File: config.mk
export PLATFORM = sky130hd
export DESIGN_NAME = pca_unit
export DESIGN_NICKNAME = d
export VERILOG_FILES = /design/src/rtl/pca_pkg.sv /design/src/rtl/pca_pin_sync.sv /design/src/rtl/pca_timebase.sv /design/src/rtl/pca_module.sv /design/src/rtl/pca_unit.sv
export SDC_FILE = /design/constraint.sdc
export NUM_CORES = 1
export LEC_CHECK = 0
export BUFFER_PORTS_ARGS = -buffer_cell sky130_fd_sc_hd__buf_2
export CORE_UTILIZATION = 51
export DETAILED_ROUTE_END_ITERATION = 8
export PLACE_DENSITY = 0.76
export SETUP_SLACK_MARGIN = 0.02
export SLEW_MARGIN = 20
export SYNTH_ARGS = -nofsm -noshare
export SYNTH_HDL_FRONTEND = slang
export SYNTH_SLANG_ARGS = --single-unit
File: constraint.sdc
create_clock -name clk -period 9.8 [get_ports clk]
set_clock_uncertainty 0.1 [all_clocks]
set_input_delay 1.96 -clock clk [delete_from_list [all_inputs] [get_ports clk]]
set_output_delay 1.96 -clock clk [all_outputs]
set_load 0.05 [all_outputs]
File: src/rtl/pca_pkg.sv
package pca_pkg;
  localparam int CNT_W  = 16;
  localparam int BYTE_W = 8;
  localparam int ADDR_W = 5;

  localparam logic [ADDR_W-1:0] A_UMODE = 5'h00;
  localparam logic [ADDR_W-1:0] A_CTRL  = 5'h01;
  localparam logic [ADDR_W-1:0] A_CNTL  = 5'h02;
  localparam logic [ADDR_W-1:0] A_CNTH  = 5'h03;
  localparam logic [ADDR_W-1:0] A_CMPL  = 5'h08;
  localparam logic [ADDR_W-1:0] A_CMPH  = 5'h10;
  localparam logic [ADDR_W-1:0] A_MMODE = 5'h18;

  typedef enum logic [1:0] {
    SRC_DIV_A = 2'd0,
    SRC_DIV_B = 2'd1,
    SRC_T0    = 2'd2,
    SRC_EXT   = 2'd3
  } tick_src_e;

  typedef struct packed {
    logic cmp_en;
    logic cap_pos;
    logic cap_neg;
    logic mat;
    logic tog;
    logic pwm;
    logic ie;
  } mod_cfg_t;
endpackage

File: src/rtl/pca_pin_sync.sv
module pca_pin_sync #(
  parameter int W = 1
) (
  input  logic         clk,
  input  logic         rst_n,
  input  logic [W-1:0] din,
  output logic [W-1:0] cur,
  output logic [W-1:0] prev
);
  logic [W-1:0] s1_q, s2_q, s3_q;

  always_ff @(posedge clk or negedge rst_n) begin
    if (!rst_n) begin
      s1_q <= '0;
      s2_q <= '0;
      s3_q <= '0;
    end else begin
      s1_q <= din;
      s2_q <= s1_q;
      s3_q <= s2_q;
    end
  end

  assign cur  = s2_q;
  assign prev = s3_q;
endmodule

File: src/rtl/pca_timebase.sv
module pca_timebase
  import pca_pkg::*;
#(
  parameter int DIV_A = 12,
  parameter int DIV_B = 4
) (
  input  logic             clk,
  input  logic             rst_n,
  input  tick_src_e        src,
  input  logic             run,
  input  logic             idle_stop,
  input  logic             idle,
  input  logic             t0_ovf,
  input  logic             ext_cur,
  input  logic             ext_prev,
  input  logic             wr_lo,
  input  logic             wr_hi,
  input  logic [BYTE_W-1:0] wr_data,
  output logic [CNT_W-1:0] cnt,
  output logic             step,
  output logic             lo_wrap,
  output logic             ovf_evt
);
  localparam int PA_W = $clog2(DIV_A);
  localparam int PB_W = $clog2(DIV_B);
  localparam logic [PA_W-1:0] PA_END = PA_W'(DIV_A - 1);
  localparam logic [PB_W-1:0] PB_END = PB_W'(DIV_B - 1);

  logic [PA_W-1:0]  pa_q, pa_d;
  logic [PB_W-1:0]  pb_q, pb_d;
  logic [CNT_W-1:0] cnt_q, cnt_d;
  logic             tick, ext_fall, frozen;

  assign ext_fall = ext_prev & ~ext_cur;

  always_comb begin
    pa_d = (pa_q == PA_END) ? '0 : pa_q + 1'b1;
    pb_d = (pb_q == PB_END) ? '0 : pb_q + 1'b1;
    unique case (src)
      SRC_DIV_A: tick = (pa_q == PA_END);
      SRC_DIV_B: tick = (pb_q == PB_END);
      SRC_T0:    tick = t0_ovf;
      default:   tick = ext_fall;
    endcase
  end

  assign frozen  = idle_stop & idle;
  assign step    = run & ~frozen & tick & ~wr_lo & ~wr_hi;
  assign lo_wrap = step & (cnt_q[BYTE_W-1:0] == '1);
  assign ovf_evt = step & (cnt_q == '1);

  always_comb begin
    cnt_d = cnt_q;
    if (wr_lo)      cnt_d[BYTE_W-1:0]     = wr_data;
    else if (wr_hi) cnt_d[CNT_W-1:BYTE_W] = wr_data;
    else if (step)  cnt_d                 = cnt_q + 1'b1;
  end

  always_ff @(posedge clk or negedge rst_n) begin
    if (!rst_n) begin
      pa_q  <= '0;
      pb_q  <= '0;
      cnt_q <= '0;
    end else begin
      pa_q  <= pa_d;
      pb_q  <= pb_d;
      cnt_q <= cnt_d;
    end
  end

  assign cnt = cnt_q;


  hold_when_stopped_chk: assert property (@(posedge clk) disable iff (!rst_n)
    (!run && !wr_lo && !wr_hi) |=> $stable(cnt_q));

  hold_in_idle_chk: assert property (@(posedge clk) disable iff (!rst_n)
    (idle_stop && idle && !wr_lo && !wr_hi) |=> $stable(cnt_q));

  wrap_to_zero_chk: assert property (@(posedge clk) disable iff (!rst_n)
    ovf_evt |=> (cnt_q == '0));
endmodule

File: src/rtl/pca_module.sv
module pca_module
  import pca_pkg::*;
(
  input  logic              clk,
  input  logic              rst_n,
  input  logic [CNT_W-1:0]  cnt,
  input  logic              step,
  input  logic              lo_wrap,
  input  logic              pin_cur,
  input  logic              pin_prev,
  input  logic              wr_lo,
  input  logic              wr_hi,
  input  logic              wr_mode,
  input  logic [BYTE_W-1:0] wr_data,
  output mod_cfg_t          cfg_o,
  output logic [BYTE_W-1:0] lo_o,
  output logic [BYTE_W-1:0] hi_o,
  output logic              cex_o,
  output logic              evt_o,
  output logic              hit_o
);
  mod_cfg_t          cfg_q, cfg_d;
  logic [BYTE_W-1:0] lo_q, lo_d, hi_q, hi_d;
  logic              tog_q, tog_d;
  logic              rise, fall, cap, eq, hit;
  logic [CNT_W-1:0]  cnt_nxt;

  assign rise    = pin_cur & ~pin_prev;
  assign fall    = ~pin_cur & pin_prev;
  assign cap     = (cfg_q.cap_pos & rise) | (cfg_q.cap_neg & fall);
  assign cnt_nxt = cnt + 1'b1;
  assign eq      = step & (cnt_nxt == {hi_q, lo_q});
  assign hit     = cfg_q.cmp_en & cfg_q.mat & eq;

  always_comb begin
    cfg_d = cfg_q;
    if (wr_mode) cfg_d = mod_cfg_t'(wr_data[6:0]);
    if (wr_lo)   cfg_d.cmp_en = 1'b0;
    if (wr_hi)   cfg_d.cmp_en = 1'b1;

    lo_d = lo_q;
    if (wr_lo)                       lo_d = wr_data;
    else if (cap)                    lo_d = cnt[BYTE_W-1:0];
    else if (cfg_q.pwm && lo_wrap)   lo_d = hi_q;

    hi_d = hi_q;
    if (wr_hi)    hi_d = wr_data;
    else if (cap) hi_d = cnt[CNT_W-1:BYTE_W];

    tog_d = tog_q ^ (hit & cfg_q.tog);
  end

  always_ff @(posedge clk or negedge rst_n) begin
    if (!rst_n) begin
      cfg_q <= '0;
      lo_q  <= '0;
      hi_q  <= '0;
      tog_q <= 1'b0;
    end else begin
      cfg_q <= cfg_d;
      lo_q  <= lo_d;
      hi_q  <= hi_d;
      tog_q <= tog_d;
    end
  end

  assign cfg_o = cfg_q;
  assign lo_o  = lo_q;
  assign hi_o  = hi_q;
  assign cex_o = cfg_q.pwm ? (cnt[BYTE_W-1:0] >= lo_q) : tog_q;
  assign evt_o = cap | hit;
  assign hit_o = hit;


  lo_write_disarms_chk: assert property (@(posedge clk) disable iff (!rst_n)
    wr_lo |=> !cfg_q.cmp_en);

  hi_write_arms_chk: assert property (@(posedge clk) disable iff (!rst_n)
    wr_hi |=> cfg_q.cmp_en);

  pwm_reload_chk: assert property (@(posedge clk) disable iff (!rst_n)
    (cfg_q.pwm && lo_wrap && !wr_lo && !cap) |=> (lo_q == $past(hi_q)));

  capture_copy_chk: assert property (@(posedge clk) disable iff (!rst_n)
    (cap && !wr_lo && !wr_hi) |=> ({hi_q, lo_q} == $past(cnt)));

  toggle_flip_chk: assert property (@(posedge clk) disable iff (!rst_n)
    (hit && cfg_q.tog && !cfg_q.pwm && !wr_mode) |=> (cex_o != $past(cex_o)));
endmodule

File: src/rtl/pca_unit.sv
module pca_unit
  import pca_pkg::*;
#(
  parameter int NUM_MOD = 5,
  parameter int DIV_A   = 12,
  parameter int DIV_B   = 4
) (
  input  logic               clk,
  input  logic               rst_n,
  input  logic               wr_en,
  input  logic [4:0]         wr_addr,
  input  logic [7:0]         wr_data,
  input  logic [4:0]         rd_addr,
  output logic [7:0]         rd_data,
  input  logic               t0_ovf,
  input  logic               ext_cnt_in,
  input  logic               idle,
  input  logic [NUM_MOD-1:0] cex_in,
  output logic [NUM_MOD-1:0] cex_out,
  output logic               irq,
  output logic               wdog_rst
);
  localparam int WD_IDX = NUM_MOD - 1;
  localparam int PAD_W  = BYTE_W - 2 - NUM_MOD;

  // reset: asynchronous assertion, synchronous release
  logic rs1_q, rs2_q, rst_int;
  always_ff @(posedge clk or negedge rst_n) begin
    if (!rst_n) begin
      rs1_q <= 1'b0;
      rs2_q <= 1'b0;
    end else begin
      rs1_q <= 1'b1;
      rs2_q <= rs1_q;
    end
  end
  assign rst_int = rs2_q;

  // write decode
  logic wr_umode, wr_ctrl, wr_cntl, wr_cnth;
  assign wr_umode = wr_en & (wr_addr == A_UMODE);
  assign wr_ctrl  = wr_en & (wr_addr == A_CTRL);
  assign wr_cntl  = wr_en & (wr_addr == A_CNTL);
  assign wr_cnth  = wr_en & (wr_addr == A_CNTH);

  // unit registers
  logic               istop_q, istop_d, wde_q, wde_d, ovie_q, ovie_d;
  logic [1:0]         src_q, src_d;
  logic               run_q, run_d, ovf_q, ovf_d, wd_q, wd_d;
  logic [NUM_MOD-1:0] evf_q, evf_d;

  // pin synchronisers
  logic [NUM_MOD:0] pin_cur, pin_prev;
  pca_pin_sync #(.W(NUM_MOD + 1)) u_sync (
    .clk  (clk),
    .rst_n(rst_int),
    .din  ({ext_cnt_in, cex_in}),
    .cur  (pin_cur),
    .prev (pin_prev)
  );

  // counter
  logic [CNT_W-1:0] cnt;
  logic             step, lo_wrap, ovf_evt;
  pca_timebase #(.DIV_A(DIV_A), .DIV_B(DIV_B)) u_tb (
    .clk      (clk),
    .rst_n    (rst_int),
    .src      (tick_src_e'(src_q)),
    .run      (run_q),
    .idle_stop(istop_q),
    .idle     (idle),
    .t0_ovf   (t0_ovf),
    .ext_cur  (pin_cur[NUM_MOD]),
    .ext_prev (pin_prev[NUM_MOD]),
    .wr_lo    (wr_cntl),
    .wr_hi    (wr_cnth),
    .wr_data  (wr_data),
    .cnt      (cnt),
    .step     (step),
    .lo_wrap  (lo_wrap),
    .ovf_evt  (ovf_evt)
  );

  // modules
  mod_cfg_t           m_cfg [NUM_MOD];
  logic [BYTE_W-1:0]  m_lo  [NUM_MOD];
  logic [BYTE_W-1:0]  m_hi  [NUM_MOD];
  logic [NUM_MOD-1:0] m_evt, m_hit, m_ie;

  for (genvar g = 0; g < NUM_MOD; g++) begin : g_mod
    localparam logic [ADDR_W-1:0] LA = A_CMPL  + ADDR_W'(g);
    localparam logic [ADDR_W-1:0] HA = A_CMPH  + ADDR_W'(g);
    localparam logic [ADDR_W-1:0] MA = A_MMODE + ADDR_W'(g);
    pca_module u_mod (
      .clk     (clk),
      .rst_n   (rst_int),
      .cnt     (cnt),
      .step    (step),
      .lo_wrap (lo_wrap),
      .pin_cur (pin_cur[g]),
      .pin_prev(pin_prev[g]),
      .wr_lo   (wr_en & (wr_addr == LA)),
      .wr_hi   (wr_en & (wr_addr == HA)),
      .wr_mode (wr_en & (wr_addr == MA)),
      .wr_data (wr_data),
      .cfg_o   (m_cfg[g]),
      .lo_o    (m_lo[g]),
      .hi_o    (m_hi[g]),
      .cex_o   (cex_out[g]),
      .evt_o   (m_evt[g]),
      .hit_o   (m_hit[g])
    );
    assign m_ie[g] = m_cfg[g].ie;
  end

  // next state of unit registers
  always_comb begin
    istop_d = istop_q;
    wde_d   = wde_q;
    src_d   = src_q;
    ovie_d  = ovie_q;
    if (wr_umode) begin
      istop_d = wr_data[7];
      wde_d   = wr_data[6];
      src_d   = wr_data[2:1];
      ovie_d  = wr_data[0];
    end
    run_d = run_q;
    ovf_d = ovf_q | ovf_evt;
    evf_d = evf_q | m_evt;
    if (wr_ctrl) begin
      run_d = wr_data[6];
      ovf_d = wr_data[7] | ovf_evt;
      evf_d = wr_data[NUM_MOD-1:0] | m_evt;
    end
    wd_d = wde_q & m_hit[WD_IDX];
  end

  always_ff @(posedge clk or negedge rst_int) begin
    if (!rst_int) begin
      istop_q <= 1'b0;
      wde_q   <= 1'b0;
      src_q   <= 2'd0;
      ovie_q  <= 1'b0;
      run_q   <= 1'b0;
      ovf_q   <= 1'b0;
      evf_q   <= '0;
      wd_q    <= 1'b0;
    end else begin
      istop_q <= istop_d;
      wde_q   <= wde_d;
      src_q   <= src_d;
      ovie_q  <= ovie_d;
      run_q   <= run_d;
      ovf_q   <= ovf_d;
      evf_q   <= evf_d;
      wd_q    <= wd_d;
    end
  end

  assign irq      = (ovf_q & ovie_q) | (|(evf_q & m_ie));
  assign wdog_rst = wd_q;

  // read mux
  always_comb begin
    rd_data = '0;
    unique case (rd_addr)
      A_UMODE: rd_data = {istop_q, wde_q, 3'b000, src_q, ovie_q};
      A_CTRL:  rd_data = {ovf_q, run_q, {PAD_W{1'b0}}, evf_q};
      A_CNTL:  rd_data = cnt[BYTE_W-1:0];
      A_CNTH:  rd_data = cnt[CNT_W-1:BYTE_W];
      default: begin
        for (int m = 0; m < NUM_MOD; m++) begin
          if (rd_addr == A_CMPL  + ADDR_W'(m)) rd_data = m_lo[m];
          if (rd_addr == A_CMPH  + ADDR_W'(m)) rd_data = m_hi[m];
          if (rd_addr == A_MMODE + ADDR_W'(m)) rd_data = {1'b0, m_cfg[m]};
        end
      end
    endcase
  end


  ovf_flag_set_chk: assert property (@(posedge clk) disable iff (!rst_int)
    ovf_evt |=> ovf_q);

  ovf_flag_sticky_chk: assert property (@(posedge clk) disable iff (!rst_int)
    (ovf_q && !wr_ctrl) |=> ovf_q);

  evt_flag_sticky_chk: assert property (@(posedge clk) disable iff (!rst_int)
    (!wr_ctrl) |=> ((evf_q & $past(evf_q)) == $past(evf_q)));

  wdog_needs_hit_chk: assert property (@(posedge clk) disable iff (!rst_int)
    wdog_rst |-> $past(m_evt[WD_IDX]));

  wdog_single_pulse_chk: assert property (@(posedge clk) disable iff (!rst_int)
    (wdog_rst && !m_hit[WD_IDX]) |=> !wdog_rst);
endmodule

# Yosys cells after proc, flatten, opt, wreduce, memory -nomap -nowiden
# Index checks and enable logic that the tools add are counted.
# classes
n_addsub	3
magnitude_cmp	5
n_eq_ne	48
muxes	70
n_bitwise	104
reduce_logical	28
# op_table
operator	count
two-way mux 8 bit	43
== test 5 bit (second input constant)	20
== test 16 bit	5
bitwise AND 1 bit	69
== test 5 x 4 -> 1 bit (second input constant)	10
>= comparator 8 bit	5
two-way mux 7 bit	5
one-hot mux 8 bit (4 select lines)	1
nonzero test 3 bit	10
== test 5 x 2 -> 1 bit (second input constant)	4
adder 16 x 1 -> 16 bit (second input constant)	1
== test 16 bit (second input constant)	1
two-way mux 1 bit	16
two-way mux 16 bit	1
NOT 1 bit	14
nonzero test 2 bit	7
bitwise OR 1 bit	13
== test 5 x 1 -> 1 bit (second input constant)	2
zero test 5 bit	2
bitwise OR 5 bit	2
== test 8 bit (second input constant)	1
bitwise AND 5 bit	1
logical AND 1 bit	5
two-way mux 5 bit	1
other kinds (13)	19
# totals
regBits	175
in_bits	29
output_inout_bits	15
word_cells	325

# Longest topological paths before layout
# depth
word_depth	17
depth_mapped	11
depth_no_buf	9

# Modules after synthesis
# Synthesis repeated with hierarchy kept, for this count alone.
# hier_totals
cells_unflattened	1604
area_unflattened_um2	13699.4
# modules_own_cells
mod	instances	cells_per_inst	area_each_um2	seq_area_each_um2
pca_module	5	216	1859.3	600.6
pca_unit	1	360	2637.5	375.4
pca_timebase	1	146	1315.0	550.5
pca_pin_sync	1	18	450.4	450.4

# Least setup slack after synthesis
# Ideal clock, no wire load.
# synth_path
path_kind	input to output
startpoint	input rd_addr[3]
endpoint	output rd_data[5]
arrival_time_ns	4.347
required_time_ns	7.740
path_slack_ns	3.393
path_stages	7
n_path_buf	1
cell_sequence	clkbuf_1 > nor4b_1 > a21boi_0 > a21oi_1 > o32ai_1 > a221oi_1 > o21ai_0
# synth_via
elab_chain_len	17
word_cells_on_any_way	35
cone_classes	eq/ne (18); mux (16); reduce/logical (1)
# synth_rtl
element	line	source
from (decl)	pca_unit.sv:13	input logic [4:0] rd_addr,
== test 5 x 4 -> 1 bit	pca_unit.sv:174	if (rd_addr == A_CMPL + ADDR_W'(m)) rd_data = m_lo[m];
two-way mux 8 bit	pca_unit.sv:174	
two-way mux 8 bit	pca_unit.sv:175	if (rd_addr == A_CMPH + ADDR_W'(m)) rd_data = m_hi[m];
two-way mux 8 bit	pca_unit.sv:176	if (rd_addr == A_MMODE + ADDR_W'(m)) rd_data = {1'b0, m_cfg[m]};
two-way mux 8 bit	pca_unit.sv:174	
two-way mux 8 bit	pca_unit.sv:175	
two-way mux 8 bit	pca_unit.sv:176	
two-way mux 8 bit	pca_unit.sv:174	
two-way mux 8 bit	pca_unit.sv:175	
two-way mux 8 bit	pca_unit.sv:176	
two-way mux 8 bit	pca_unit.sv:174	
two-way mux 8 bit	pca_unit.sv:175	
two-way mux 8 bit	pca_unit.sv:176	
two-way mux 8 bit	pca_unit.sv:174	
two-way mux 8 bit	pca_unit.sv:175	
two-way mux 8 bit	pca_unit.sv:176	
one-hot mux 8 bit (4 select lines) *	pca_unit.sv:167	unique case (rd_addr)
to (decl)	pca_unit.sv:14	output logic [7:0] rd_data,
# Mark *: on every way between the ends. The rest lies on a longest branch, timed or not.

# Worst setup path after layout
# layout_path
startpoint	input rd_addr[3]
endpoint	output rd_data[4]
# The elaborated chain is that of the path after synthesis.

==> flow_metrics.env <==
export IMPL_run_status="finished, final reports clean"
export IMPL_yosys_cell_types_count=88
export IMPL_synth_adder_area_share_pct=4.35
export IMPL_crit_chain="buf_2, nor4b_1, a32oi_1, o22ai_1, a2bb2oi_1, o311ai_0, o221ai_1, o221ai_1, buf_2"
export IMPL_ioPinCount=44
export IMPL_mappedNetlistArea_um2=12800
export IMPL_finalHoldViolations=0
export IMPL_post_cts_resized_instances=0
export IMPL_finalHoldWorstSlack_ns=0.223
export IMPL_synth_warning_count=0
export IMPL_synth_compound_area_share_pct=21.6
export IMPL_simple_gate_area_share_of_the_yosys_netlist_pct=19.0
export IMPL_core_ar_um2=24500
export IMPL_wl_mm=53.2
export IMPL_grt_setup_unrepaired="no"
export IMPL_grt_total_usage_pct=41.6
export IMPL_grt_max_degree=67
export IMPL_top_cell_family_by_delay_on_the_critical_path="compound AO/OA/AOI/OAI gates"
export IMPL_cts_hold_buffers_added=0
export IMPL_seq_area_um2=4380
export IMPL_worstRegToRegCells=10
export IMPL_syn_area_per_cell_um2=8.74
export IMPL_finalSetupViolCount=0
export IMPL_clkSlewWorstSetupHoldPaths_ns=0.08
export IMPL_worst_slew_pin_transition_ns=1.19
export IMPL_cts_tree="done"
export IMPL_cts_root_to_sink_buffers=2
export IMPL_drtPass1Iterations=8
export IMPL_leakage_power_nw=5.91
export IMPL_yosys_area_share_xor_xnor_pct=6.69
export IMPL_grt_pass1_vias=11500
export IMPL_synth_ff_type="sky130_fd_sc_hd__dfrtp_1"
export IMPL_cts_sink_count=175
export IMPL_fin_crit_sh_pct=75.0
export IMPL_estimated_wirelength_of_the_detail_placed_design_mm=37.5
export IMPL_final_max_slew_viol_count=0
export IMPL_global_route_overflow_total=0
export IMPL_grt_antenna_before_repair=1
export IMPL_cap_viol_max_count=0
export IMPL_tns_ns=0
export IMPL_ctsHtreeMaxLevel=4
export IMPL_wl_per_cell_um=29.9
export IMPL_placer_s_final_routability_congestion_estimate=1.04
export IMPL_timing_critical_path_slowest_cell_delay_ns=0.85
export IMPL_clockRootBuffer="sky130_fd_sc_hd__clkbuf_16"
export IMPL_worstPathArrival_ns=5.29
export IMPL_power_per_cell_area_nw_per_um2=284
export IMPL_wire_length_of_the_first_global_routing_pass_mm=77.6
export IMPL_multiInputGateArea_um2=7730
export IMPL_path_class="in2out"
export IMPL_total_power_mw=3.92
export IMPL_postRouteAntennaNets=0
export IMPL_viasPerCell=6.99
export IMPL_synth_enable_flop_cells=0
export IMPL_period_needed_ns=7.35
export IMPL_synthMuxAreaShare_pct=8.48
export IMPL_combinational_family_with_the_most_area_after_synthesis="compound AO/OA/AOI/OAI gates"
export IMPL_fillerInstances=2233
export IMPL_slew_headroom_pct=19.4
export IMPL_ir_worst_vdd_mv=0.291
export IMPL_worstSetupEndpointType="output port"
export IMPL_synth_seq_cells=175
export IMPL_die_height_um=161
export IMPL_port_buffers=43
export IMPL_worstSetupStartpointType="primary input"
export IMPL_final_cell_area_um2=13800
export IMPL_path_length_in_cells_of_the_critical_path=9
export IMPL_post_dp_area_um2=13200
export IMPL_drcViolationCount=0
export IMPL_final_net_count=1516
export IMPL_synth_seq_area_share_pct=34.2
export IMPL_antennaDiodeCount=0
export IMPL_worst_ep_required_time_ns=7.74
export IMPL_post_synth_inst_count=1467
export IMPL_area_growth_syn_to_layout_pct=7.51
export IMPL_rows=57
export IMPL_drt_initial_drc_count=1855
export IMPL_max_freq_ghz=0.136
export IMPL_insertion_delay_ns=0.44
export IMPL_die_area_um2=25800
export IMPL_hold_class="reg2async"
export IMPL_timing_critical_path_buf_inv=2
export IMPL_initial_core_util_pct=52.4
export IMPL_cts_buffers=17
export IMPL_critPathMaxFanout=36
export IMPL_ffs_w_async_s_r_synth_pct=100
export IMPL_synthesis_nets=1539
export IMPL_critical_path_slowest_cell="sky130_fd_sc_hd__nor4b_1"
export IMPL_dr_total_vias=12400
export IMPL_drive_above_1_share_pct=13.5
export IMPL_postCtsSetupBuffers=0
export IMPL_die_width_um=161
## layer usage
layer | up-vias | part of all wire [%] | global-route usage (%)
met2 | 925 | 41 | 57.8
met3 | 204 | 13 | 10.6
met4 | 0 | 6.2 | 24.8
met5 | - | 0 | 0
met1 | 5976 | 40 | 58.0
li1 | 5343 | - | -
## area by class of cell
type	count	area share [%]
Multi-Input combinational cell	1114	56.1
Sequential cell	175	31.8
Timing Repair Buffer	74	3.25
Clock buffer	17	3.09
Tap cell	324	2.94
Inverter	62	1.69
Clock inverter	15	1.08
## state kept, by name (all words and copies together), names as in the netlist, 2 cells and up
register	cells
g_mod.u_mod.lo_o	40
g_mod.u_mod.cfg_o	35
u_tb.cnt	16
g_mod.u_mod.tog_q	5
u_sync.cur	6
u_sync.prev	6
src_q	2
u_sync.s1_q	6
u_tb.pa_q	4
g_mod.u_mod.hi_o	40
u_tb.pb_q	2
evf_q	5
## metrics by stage
step / std cells / setup slack [ns] / utilization (%)
after floorplan: 1467 / 3.39 / -
after global placement: 1749 / 2.58 / 53.9
after detailed placement: 1749 / 2.57 / 53.9
after CTS: 1781 / 2.54 / 56.3
after global routing: 1781 / 2.33 / 56.3
final: 1781 / 2.45 / 56.3
## synthesized netlist by cell type, drive strengths merged, types with 6 or more instances
master   number  area (um^2)
mux2i        40          400
o21ai       106          531
o211ai       18          135
buf          31          176
o221ai        6         52.6
mux2         51          574
a211o         8         70.1
nand3b        8         60.1
and2         14         87.6
ha           43          538
and3         17          106
nand3        53          283
dfrtp       175         4380
a221oi        7         61.3
o21a          9         67.6
nand4        17          128
a22oi        16          120
clkbuf       85          319
a31oi        13         81.3
xor2         21          184
a2111oi       6         58.8
a21oi       111          556
nor3         23          120
xnor3        12          270
nor2b        19          119
nor3b         9         72.6
or3          14         87.6
inv          62          233
nor2         88          335
nand2b       18          113
o22ai        64          400
nor4         21          195
xnor2        46          403
a21o         19          143
nand2       122          458
o311ai        6         52.6
## cell families after synthesis
group / after synthesis
compound gates: 439
xor+xnor: 79
fa+ha+maj: 45
buf+inv: 178
flops: 175
mux: 96
other cells: 1
simple gates: 454
## final timing paths
check	slack (ns)	endpoint	from
worst max register to register	5.09	g_mod[0].u_mod.tog_q$_DFF_PN0_	u_tb.cnt[1]$_DFFE_PN0P_
max in group asynchronous	8.02	g_mod[2].u_mod.lo_o[1]$_DFFE_PN0P_	rs2_q$_DFF_PN0_
min in group clk	0.25	rs2_q$_DFF_PN0_	rs1_q$_DFF_PN0_
worst max-delay path	2.45	rd_data[4]	rd_addr[3]
worst min-delay path	0.22	g_mod[4].u_mod.cfg_o[5]$_DFFE_PN0P_	rs2_q$_DFF_PN0_
worst min register to register	0.22	g_mod[4].u_mod.cfg_o[5]$_DFFE_PN0P_	rs2_q$_DFF_PN0_
## placed cells by master, fill, tap and decap left out, types with 12 or more instances in the layout
cell type / synthesis / routed
sky130_fd_sc_hd__a21o_1: 19 / 19
sky130_fd_sc_hd__a21oi_1: 111 / 111
sky130_fd_sc_hd__a22oi_1: 16 / 16
sky130_fd_sc_hd__a31oi_1: 13 / 12
sky130_fd_sc_hd__and2_1: 13 / 13
sky130_fd_sc_hd__and3_1: 17 / 17
sky130_fd_sc_hd__buf_2: 9 / 43
sky130_fd_sc_hd__buf_4: 9 / 31
sky130_fd_sc_hd__clkbuf_16: 0 / 17
sky130_fd_sc_hd__dfrtp_1: 175 / 174
sky130_fd_sc_hd__ha_1: 43 / 43
sky130_fd_sc_hd__inv_1: 61 / 61
sky130_fd_sc_hd__mux2_2: 51 / 51
sky130_fd_sc_hd__mux2i_1: 40 / 40
sky130_fd_sc_hd__nand2_1: 122 / 122
sky130_fd_sc_hd__nand2b_1: 18 / 18
sky130_fd_sc_hd__nand3_1: 51 / 51
sky130_fd_sc_hd__nand4_1: 15 / 15
sky130_fd_sc_hd__nor2_1: 86 / 85
sky130_fd_sc_hd__nor2b_1: 19 / 19
sky130_fd_sc_hd__nor3_1: 22 / 22
sky130_fd_sc_hd__nor4_1: 15 / 14
sky130_fd_sc_hd__o211ai_1: 18 / 18
sky130_fd_sc_hd__o21ai_0: 103 / 103
sky130_fd_sc_hd__o22ai_1: 64 / 64
sky130_fd_sc_hd__or3_1: 14 / 14
sky130_fd_sc_hd__xnor2_1: 46 / 45
sky130_fd_sc_hd__xnor3_1: 12 / 12
sky130_fd_sc_hd__xor2_1: 21 / 21
## report_power, final
group / total, mW / internal, mW / switching (mW)
clock network: 0.695 / 0.341 / 0.355
logic: 1.92 / 0.761 / 1.16
registers: 1.30 / 0.925 / 0.374
No activity file was read; power rests on OpenSTA's default activity.
